$ cat src/rtl/xptr_pkg.sv
package xptr_pkg;
    typedef enum logic [2:0] {
        XP_NOP     = 3'd0,
        XP_WR_LO   = 3'd1,
        XP_WR_HI   = 3'd2,
        XP_WR_PAGE = 3'd3,
        XP_INC     = 3'd4,
        XP_DEC     = 3'd5
    } xp_cmd_e;
endpackage

$ cat src/rtl/xptr_bank.sv
module xptr_bank
    import xptr_pkg::*;
#(
    parameter int NUM_PAIRS = 4,
    parameter int BYTE_W    = 8,
    localparam int SEL_W    = $clog2(NUM_PAIRS),
    localparam int PTR_W    = 2 * BYTE_W
) (
    input  logic                                 clk_i,
    input  logic                                 rst_ni,
    input  logic                                 sel_wr_i,
    input  logic [SEL_W-1:0]                     sel_i,
    input  logic [2:0]                           cmd_i,
    input  logic [BYTE_W-1:0]                    wdata_i,
    output logic [SEL_W-1:0]                     sel_o,
    output logic [NUM_PAIRS-1:0][PTR_W-1:0]      ptr_o,
    output logic [NUM_PAIRS-1:0][BYTE_W-1:0]     page_o
);
    typedef struct packed {
        logic [SEL_W-1:0]                 sel;
        logic [NUM_PAIRS-1:0][PTR_W-1:0]  ptr;
        logic [NUM_PAIRS-1:0][BYTE_W-1:0] pg;
    } bank_t;

    bank_t st_d, st_q;

    always_comb begin
        st_d = st_q;
        if (sel_wr_i) st_d.sel = sel_i;
        case (cmd_i)
            XP_WR_LO:   st_d.ptr[st_q.sel][BYTE_W-1:0]     = wdata_i;
            XP_WR_HI:   st_d.ptr[st_q.sel][PTR_W-1:BYTE_W] = wdata_i;
            XP_WR_PAGE: st_d.pg[st_q.sel]                  = wdata_i;
            XP_INC:     st_d.ptr[st_q.sel] = st_q.ptr[st_q.sel] + PTR_W'(1);
            XP_DEC:     st_d.ptr[st_q.sel] = st_q.ptr[st_q.sel] - PTR_W'(1);
            default:    ;
        endcase
    end

    always_ff @(posedge clk_i) begin
        if (!rst_ni) st_q <= '0;
        else         st_q <= st_d;
    end

    assign sel_o  = st_q.sel;
    assign ptr_o  = st_q.ptr;
    assign page_o = st_q.pg;

    assert_sel_load_R2: assert property (@(posedge clk_i) disable iff (!rst_ni)
        sel_wr_i |=> (st_q.sel == $past(sel_i)));

    assert_inc_wrap_R4: assert property (@(posedge clk_i) disable iff (!rst_ni)
        (cmd_i == XP_INC) |=>
        (st_q.ptr[$past(st_q.sel)] == PTR_W'($past(st_q.ptr[st_q.sel]) + 1)));

    assert_dec_wrap_R5: assert property (@(posedge clk_i) disable iff (!rst_ni)
        (cmd_i == XP_DEC) |=>
        (st_q.ptr[$past(st_q.sel)] == PTR_W'($past(st_q.ptr[st_q.sel]) - 1)));

    assert_page_no_carry_R4: assert property (@(posedge clk_i) disable iff (!rst_ni)
        (cmd_i == XP_INC || cmd_i == XP_DEC) |=> $stable(st_q.pg));

    assert_idle_hold_R8: assert property (@(posedge clk_i) disable iff (!rst_ni)
        (cmd_i == XP_NOP || cmd_i == 3'd6 || cmd_i == 3'd7) |=>
        ($stable(st_q.ptr) && $stable(st_q.pg)));
endmodule

$ cat src/rtl/xptr_agen.sv
module xptr_agen #(
    parameter int NUM_PAIRS = 4,
    parameter int BYTE_W    = 8,
    localparam int SEL_W    = $clog2(NUM_PAIRS),
    localparam int PTR_W    = 2 * BYTE_W,
    localparam int ADDR_W   = 3 * BYTE_W
) (
    input  logic [SEL_W-1:0]                 sel_i,
    input  logic [NUM_PAIRS-1:0][PTR_W-1:0]  ptr_i,
    input  logic [NUM_PAIRS-1:0][BYTE_W-1:0] page_i,
    input  logic [BYTE_W-1:0]                acc_i,
    input  logic [ADDR_W-1:0]                exec_addr_i,
    output logic [PTR_W-1:0]                 ptr_o,
    output logic [BYTE_W-1:0]                page_o,
    output logic [ADDR_W-1:0]                data_addr_o,
    output logic [ADDR_W-1:0]                code_addr_o
);
    logic [NUM_PAIRS-1:0][PTR_W-1:0]  ptr_m;
    logic [NUM_PAIRS-1:0][BYTE_W-1:0] page_m;
    logic [PTR_W-1:0]                 ptr_sel;
    logic [BYTE_W-1:0]                page_sel;
    logic [PTR_W-1:0]                 idx_sum;

    for (genvar g = 0; g < NUM_PAIRS; g++) begin : g_mask
        assign ptr_m[g]  = (sel_i == SEL_W'(g)) ? ptr_i[g]  : '0;
        assign page_m[g] = (sel_i == SEL_W'(g)) ? page_i[g] : '0;
    end

    always_comb begin
        ptr_sel  = '0;
        page_sel = '0;
        for (int i = 0; i < NUM_PAIRS; i++) begin
            ptr_sel  = ptr_sel  | ptr_m[i];
            page_sel = page_sel | page_m[i];
        end
    end

    // 16-bit sum: wraps inside the bank, never carries upward.
    assign idx_sum     = ptr_sel + {{BYTE_W{1'b0}}, acc_i};
    assign ptr_o       = ptr_sel;
    assign page_o      = page_sel;
    assign data_addr_o = {page_sel, ptr_sel};
    assign code_addr_o = {exec_addr_i[ADDR_W-1:PTR_W], idx_sum};
endmodule

$ cat src/rtl/xptr_addr_gen.sv
module xptr_addr_gen #(
    parameter int NUM_PAIRS = 4,
    parameter int BYTE_W    = 8,
    localparam int SEL_W    = $clog2(NUM_PAIRS),
    localparam int PTR_W    = 2 * BYTE_W,
    localparam int ADDR_W   = 3 * BYTE_W
) (
    input  logic              clk_i,
    input  logic              rst_ni,
    input  logic              sel_wr_i,
    input  logic [SEL_W-1:0]  sel_i,
    input  logic [2:0]        cmd_i,
    input  logic [BYTE_W-1:0] wdata_i,
    input  logic [BYTE_W-1:0] acc_i,
    input  logic [ADDR_W-1:0] exec_addr_i,
    output logic [SEL_W-1:0]  sel_o,
    output logic [PTR_W-1:0]  ptr_o,
    output logic [BYTE_W-1:0] page_o,
    output logic [ADDR_W-1:0] data_addr_o,
    output logic [ADDR_W-1:0] code_addr_o
);
    logic [NUM_PAIRS-1:0][PTR_W-1:0]  all_ptr;
    logic [NUM_PAIRS-1:0][BYTE_W-1:0] all_page;

    xptr_bank #(.NUM_PAIRS(NUM_PAIRS), .BYTE_W(BYTE_W)) u_bank (
        .clk_i    (clk_i),
        .rst_ni   (rst_ni),
        .sel_wr_i (sel_wr_i),
        .sel_i    (sel_i),
        .cmd_i    (cmd_i),
        .wdata_i  (wdata_i),
        .sel_o    (sel_o),
        .ptr_o    (all_ptr),
        .page_o   (all_page)
    );

    xptr_agen #(.NUM_PAIRS(NUM_PAIRS), .BYTE_W(BYTE_W)) u_agen (
        .sel_i       (sel_o),
        .ptr_i       (all_ptr),
        .page_i      (all_page),
        .acc_i       (acc_i),
        .exec_addr_i (exec_addr_i),
        .ptr_o       (ptr_o),
        .page_o      (page_o),
        .data_addr_o (data_addr_o),
        .code_addr_o (code_addr_o)
    );
endmodule

$ cat config.mk
export PLATFORM = sky130hd
export DESIGN_NAME = xptr_addr_gen
export DESIGN_NICKNAME = d
export VERILOG_FILES = /design/src/rtl/xptr_pkg.sv /design/src/rtl/xptr_bank.sv /design/src/rtl/xptr_agen.sv /design/src/rtl/xptr_addr_gen.sv
export SDC_FILE = /design/constraint.sdc
export NUM_CORES = 1
export LEC_CHECK = 0
export BUFFER_PORTS_ARGS = -buffer_cell sky130_fd_sc_hd__buf_4
export CORE_ASPECT_RATIO = 1.1
export CORE_MARGIN = 2
export CORE_UTILIZATION = 30
export CTS_CLUSTER_SIZE = 40
export DETAILED_ROUTE_END_ITERATION = 10
export PLACE_DENSITY_LB_ADDON = 0.12
export SLEW_MARGIN = 0
export SYNTH_ARGS = -nofsm -noshare
export SYNTH_HDL_FRONTEND = slang
export SYNTH_SLANG_ARGS = --single-unit
$ cat constraint.sdc
create_clock -name clk_i -period 10.27 [get_ports clk_i]
set_input_delay 1.5405 -clock clk_i [delete_from_list [all_inputs] [get_ports clk_i]]
set_output_delay 1.5405 -clock clk_i [all_outputs]
set_load 0.03 [all_outputs]
==> impl_metrics.tcl, run 1 <==
set metrics [dict create \
    syn_to_final_growth_pct 13.44 \
    avgSynthCellArea_um2 8.542 \
    dp_hpwl_um 13740 \
    syn_inst 716 \
    pre_cts_slack_ps 5020 \
    num_vias 5509 \
    htree_levels 3 \
    cp_slowest_cell "mux4_1" \
    end_kind "primary output" \
    crit_type "reg2out" \
    synthFlopType "dfxtp_1" \
    cts_buffer_depth 2 \
    relSlewSlack 0.2740 \
    synth.area.top_cells "dfxtp_1, mux4_2, nor2_1" \
    slowest_delay_ps 930 \
    cts_hold_buf 0 \
    async_flop_share 0 \
    fin_skew_ps 9.607 \
    finalSetupViolCount 0 \
    synth_top_area_cell "dfxtp_1" \
    nets 793 \
    stdcell_count 991 \
    grt_pass1_vias 5333 \
    rsz0062_at_grt "no" \
    cpLargestDelayFamily "compound AO/OA/AOI/OAI gates" \
    powerDensity_mw_per_mm2 148.4 \
    dieArea_mm2 0.02155 \
    final_area_mm2 0.006938 \
    numCtsBuffers 9 \
    cts_root_buf "clkbuf_16" \
    ant_nets 0 \
    wl_um 20040 \
    leakage_nw 2.582 \
    fin_setup_tns_ps 0 \
    clock_sinks 98 \
    cts_tree "done" \
    clk_pin_slew_ps 70 \
    netlist.area_leader.share 0.3208 \
    gp_congestion 0.8522 \
    path_max_fanout 13 \
    status "complete, but fails checks" \
    ys_seq_elements 98 \
    drc 16 \
    diodes 0 \
    synth_cell_types 66 \
    finalMaxSlewViolations 0 \
    finalCritPeriodShare 0.5276 \
    synth-seq-area-share 0.3208 \
    rows 54 \
    worst_slew_pin_slew_ps 1085 \
    ys_top_cells_by_count "nor2_1, dfxtp_1, nand2_1, o21ai_0, a21oi_1" \
    drt_first_pass_iters 10 \
    startpoint_type "flip-flop" \
    max_cap_viol_count 0 \
    dp_cells 975 \
    die_w_um 140.1 \
    portBuffers 89 \
    ios 122 \
    synth_nets 775 \
    post-synth-top-count-cell "nor2_1" \
    drive_gt1_frac 0.1989 \
    cp.required_ps 8730 \
    start_util 0.3068 \
    cts_resized 0 \
    syn_area_mm2 0.006116 \
    viasPerCell 5.559 \
    insertion_delay_ps 360 \
    drt_iter0_markers 498 \
    grtUsageTotal 0.1858 \
    synth_edf_count 0 \
    violations "design-rule violations" \
    postPlaceCellArea_mm2 0.006651 \
    antenna_found_initial 0 \
    arrival_ps 3880 \
    grt_max_degree 54 \
    total_power_mw 1.030 \
    overflow 0 \
    cp_num_buf_inv 1 \
    ys_warn_count 0 \
    post-cts-setup-buffer-count 0 \
    routedWlPerCell_um 20.23 \
    hold_violations 0 \
    grt_pass1_wl_um 31130 \
    die_h_um 153.8 \
    min_period_ps 5418 \
    hp-class "reg2reg" \
    setup_ws_ps 4852 \
    fmax_mhz 184.6 \
    crit_chain "mux4_1, ha_1, a21oi_1, o21ai_0, a21oi_1, o21ai_0, nand3_1, xnor2_1, buf_4" \
    vdd_drop_max_mv 0.09702 \
    coreArea_mm2 0.01993 \
]
## path summary, 6_finish.rpt
path / from / end / slack [ps] / cells past startpoint
worst min-delay path: u_bank.ptr_o[61]$_SDFFE_PN0P_ / u_bank.ptr_o[61]$_SDFFE_PN0P_ / 470 / 2
worst max register to register: u_bank.sel_o[1]$_SDFFE_PN0P_ / u_bank.ptr_o[58]$_SDFFE_PN0P_ / 6600 / 7
worst max-delay path: u_bank.sel_o[0]$_SDFFE_PN0P_ / code_addr_o[15] / 4850 / 9
worst min register to register: u_bank.ptr_o[61]$_SDFFE_PN0P_ / u_bank.ptr_o[61]$_SDFFE_PN0P_ / 470 / 2
## stage by stage
step           hold slack, ps  utilization
2_1_floorplan           438.3            -
6_report                474.2       0.3481
3_3_place_gp            450.7       0.3337
5_1_grt                 497.9       0.3481
4_1_cts                 481.0       0.3481
3_5_place_dp            464.2       0.3337
## layout by cell type (no fill, tap or decap), drive strengths merged, types with 15 or more instances in the layout
cell,instances
o21ai,52
a21oi,49
mux2i,35
buf,97
xnor2,26
nand3,18
a31oi,15
dfxtp,98
nand2,60
mux4,26
nor2,101
## tightest hold or removal path, stage by stage (launching register included)
cell and delay, ps:
dfxtp_1 310, nand3_1 50, o21ai_0 70
## cell type report
type | count | area, µm²
Fill cell | 2071 | 12990
Multi-Input combinational cell | 520 | 3615
Sequential cell | 98 | 1963
Timing Repair Buffer | 97 | 728.2
Tap cell | 252 | 315.3
Clock buffer | 9 | 225.2
Clock inverter | 7 | 61.31
Inverter | 8 | 30.03
## state kept, by name, indices dropped and copies added, names as in the netlist
name	count
u_bank.page_o	32
u_bank.ptr_o	64
u_bank.sel_o	2
## power by group
part           leakage, nW  switching [mW]  internal, mW
registers            0.795          0.0103         0.393
logic                 1.65           0.190         0.104
clock network        0.140           0.163         0.169
total                 2.58           0.363         0.666
## per-layer routing
layer / GRT usage / up-vias / part of all wire
met5: 0 / - / 0
met2: 0.2984 / 230 / 0.46
met1: 0.2593 / 2667 / 0.45
li1: - / 2585 / -
met4: 0.06061 / 0 / 0.020
met3: 0.02429 / 27 / 0.069
## cells by family after synthesis
family                     Yosys count  synth area share
and+or+nand+nor                    230            0.1721
AOI/OAI and AO/OA                  179            0.1831
buffers and inverters               98           0.08899
DFF                                 98            0.3208
muxes                               61            0.1555
xor gates and xnor gates            39           0.05585
adders and majority gates           11           0.02373
Power figures use the tool's default switching activity.
==> run 2: changes to the inputs <==
Clock period 10.27 ns to 5 ns, I/O delays scaled along.
==> run 2 against run 1 <==
The flow still finishes with violations (design-rule violations). Design area grew 0.87%. Non-clock buffer count grew 4. First-iteration DRC count shrank 15%. Final cell count grew 0.40%. Wire length shrank 1.6%. Sequential power grew 110%. Register-to-register slack lost 5200 ps. Highest routed layer unchanged.
==> impl_metrics.tcl, run 2 (same netlist as run 1, synthesis figures left out) <==
set metrics [dict create \
    ios 122 \
    hold_path_end "u_bank.ptr_o[13]$_SDFFE_PN0P_" \
    use_met1 0.2551 \
    max_cap_viol_count 0 \
    power_frac_seq 0.381 \
    clk_pin_slew_ps 70 \
    hold_path.startpoint "u_bank.ptr_o[13]$_SDFFE_PN0P_" \
    die_w_um 140.1 \
    p_clk_frac 0.341 \
    rsz0062_at_grt "no" \
    cts_hold_buf 0 \
    die_h_um 153.8 \
    drt_iter0_markers 424 \
    insertion_delay_ps 360 \
    cts_resized 0 \
    clock_sinks 98 \
    vdd_drop_max_mv 0.1481 \
    layout_common_cells "nor2_1, buf_4, dfxtp_1" \
    dp_hpwl_um 13760 \
    postPlaceCellArea_mm2 0.006689 \
    powerDensity_mw_per_mm2 310.7 \
    grt_max_degree 54 \
    arrival_ps 3810 \
    multi_input_comb_area_mm2 0.003610 \
    startpoint_type "flip-flop" \
    regArea_mm2 0.001963 \
    crit_type "reg2out" \
    path_max_fanout 13 \
    gp_congestion 0.8497 \
    dieArea_mm2 0.02155 \
    grt_pass1_wl_um 31500 \
    worst_slew_pin_slew_ps 1054 \
    ant_nets 0 \
    fmax_mhz 219.3 \
    combinationalPowerShare 0.278 \
    numCtsBuffers 9 \
    overflow 0 \
    r2r-end "u_bank.ptr_o[58]$_SDFFE_PN0P_" \
    cts_buffer_depth 2 \
    finalMaxSlewViolations 0 \
    hp-class "reg2reg" \
    drc 16 \
    met2_usage 0.3012 \
    wl_um 19730 \
    p_int_mw 1.424 \
    fin_skew_ps 13.13 \
    r2r_cells 8 \
    finalCritPeriodShare 0.9121 \
    hold_violations 0 \
    fin_setup_tns_ps 0 \
    postLayoutCoreUtil 0.3511 \
    p_switching_mw 0.7501 \
    violations "design-rule violations" \
    r2r-start "u_bank.sel_o[0]$_SDFFE_PN0P_" \
    top_usage_layer "met2" \
    coreArea_mm2 0.01993 \
    largest_reg_flops 64 \
    drt_first_pass_iters 9 \
    htree_levels 3 \
    cts_root_buf "clkbuf_16" \
    num_vias 5456 \
    fill_cells 2024 \
    antenna_found_initial 0 \
    diodes 0 \
    routedWlPerCell_um 19.83 \
    leakage_nw 2.619 \
    grt_pass1_vias 5421 \
    syn_to_final_growth_pct 14.42 \
    reg2reg_slack_ps 1360 \
    total_power_mw 2.174 \
    switching_share 0.3450 \
    drive_gt1_frac 0.2005 \
    portBuffers 89 \
    whs_ps 478.9 \
    finalSetupViolCount 0 \
    relSlewSlack 0.2950 \
    min_period_ps 4560 \
    hold_depth 2 \
    post-cts-setup-buffer-count 0 \
    start_util 0.3068 \
    nets 797 \
    final_area_mm2 0.006998 \
    end_kind "primary output" \
    status "complete, but fails checks" \
    grtUsageTotal 0.1871 \
    viasPerCell 5.483 \
    cp.required_ps 4250 \
    rows 54 \
    cts_tree "done" \
    grt_use_met3 0.02803 \
]
[run 2: layout make-up]
| cell class | instances | share of cell area |
|---|---|---|
| clock buffer | 9 | 0.03218 |
| clock inverter | 7 | 0.01198 |
| inverter | 8 | 0.004291 |
| multi-input combinational | 520 | 0.5158 |
| sequential | 98 | 0.2805 |
| tap | 252 | 0.04506 |
| timing repair buffer | 101 | 0.1101 |
[run 2: per-stage QoR]
stage	setup slack (ps)	std cells
floorplan	659.8	716
global placement	833.8	979
detailed placement	797.3	979
CTS	403.4	995
global route	140.7	995
finish	439.6	995
[run 2: layer usage]
| metal | vias to the layer above | wire length, µm | share of wire |
|---|---|---|---|
| met5 | - | 0 | 0 |
| met4 | 0 | 399 | 0.020 |
| met3 | 24 | 1240 | 0.063 |
| met2 | 219 | 9043 | 0.46 |
| met1 | 2624 | 9045 | 0.46 |
| li1 | 2589 | - | - |
[run 2: worst max-delay path: stages, from the launching register on]
cell and delay [ps]:
dfxtp_2 610, mux4_2 710, ha_1 270, fa_1 440, a21o_1 180, a21oi_1 230
o21bai_1 100, a21oi_1 220, o21ai_0 230, nand2_1 160, xnor2_1 120, buf_4 180
[run 2: worst max-delay path by stage]
| stage | startpoint | endpoint | slack, ps | cells after the start |
|---|---|---|---|---|
| 3_5_place_dp | u_bank.sel_o[0]$_SDFFE_PN0P_ | code_addr_o[10] | 800 | 11 |
| 6_report | u_bank.sel_o[0]$_SDFFE_PN0P_ | code_addr_o[10] | 440 | 11 |
| 5_1_grt | u_bank.sel_o[0]$_SDFFE_PN0P_ | code_addr_o[10] | 140 | 11 |
| 3_3_place_gp | u_bank.sel_o[0]$_SDFFE_PN0P_ | code_addr_o[12] | 830 | 11 |
| 4_1_cts | u_bank.sel_o[0]$_SDFFE_PN0P_ | code_addr_o[10] | 400 | 11 |
| 2_1_floorplan | u_bank.sel_o[0]$_SDFFE_PN0P_ | code_addr_o[15] | 660 | 12 |
[run 2: power groups by stage]
stage	Clock, mW	Sequential [mW]	Combinational (mW)
after floorplan	0	0.838	0.452
after global placement	0	0.845	0.599
after detailed placement	0	0.847	0.604
after CTS	0.760	0.828	0.606
after global routing	0.789	0.833	0.655
final	0.741	0.828	0.605
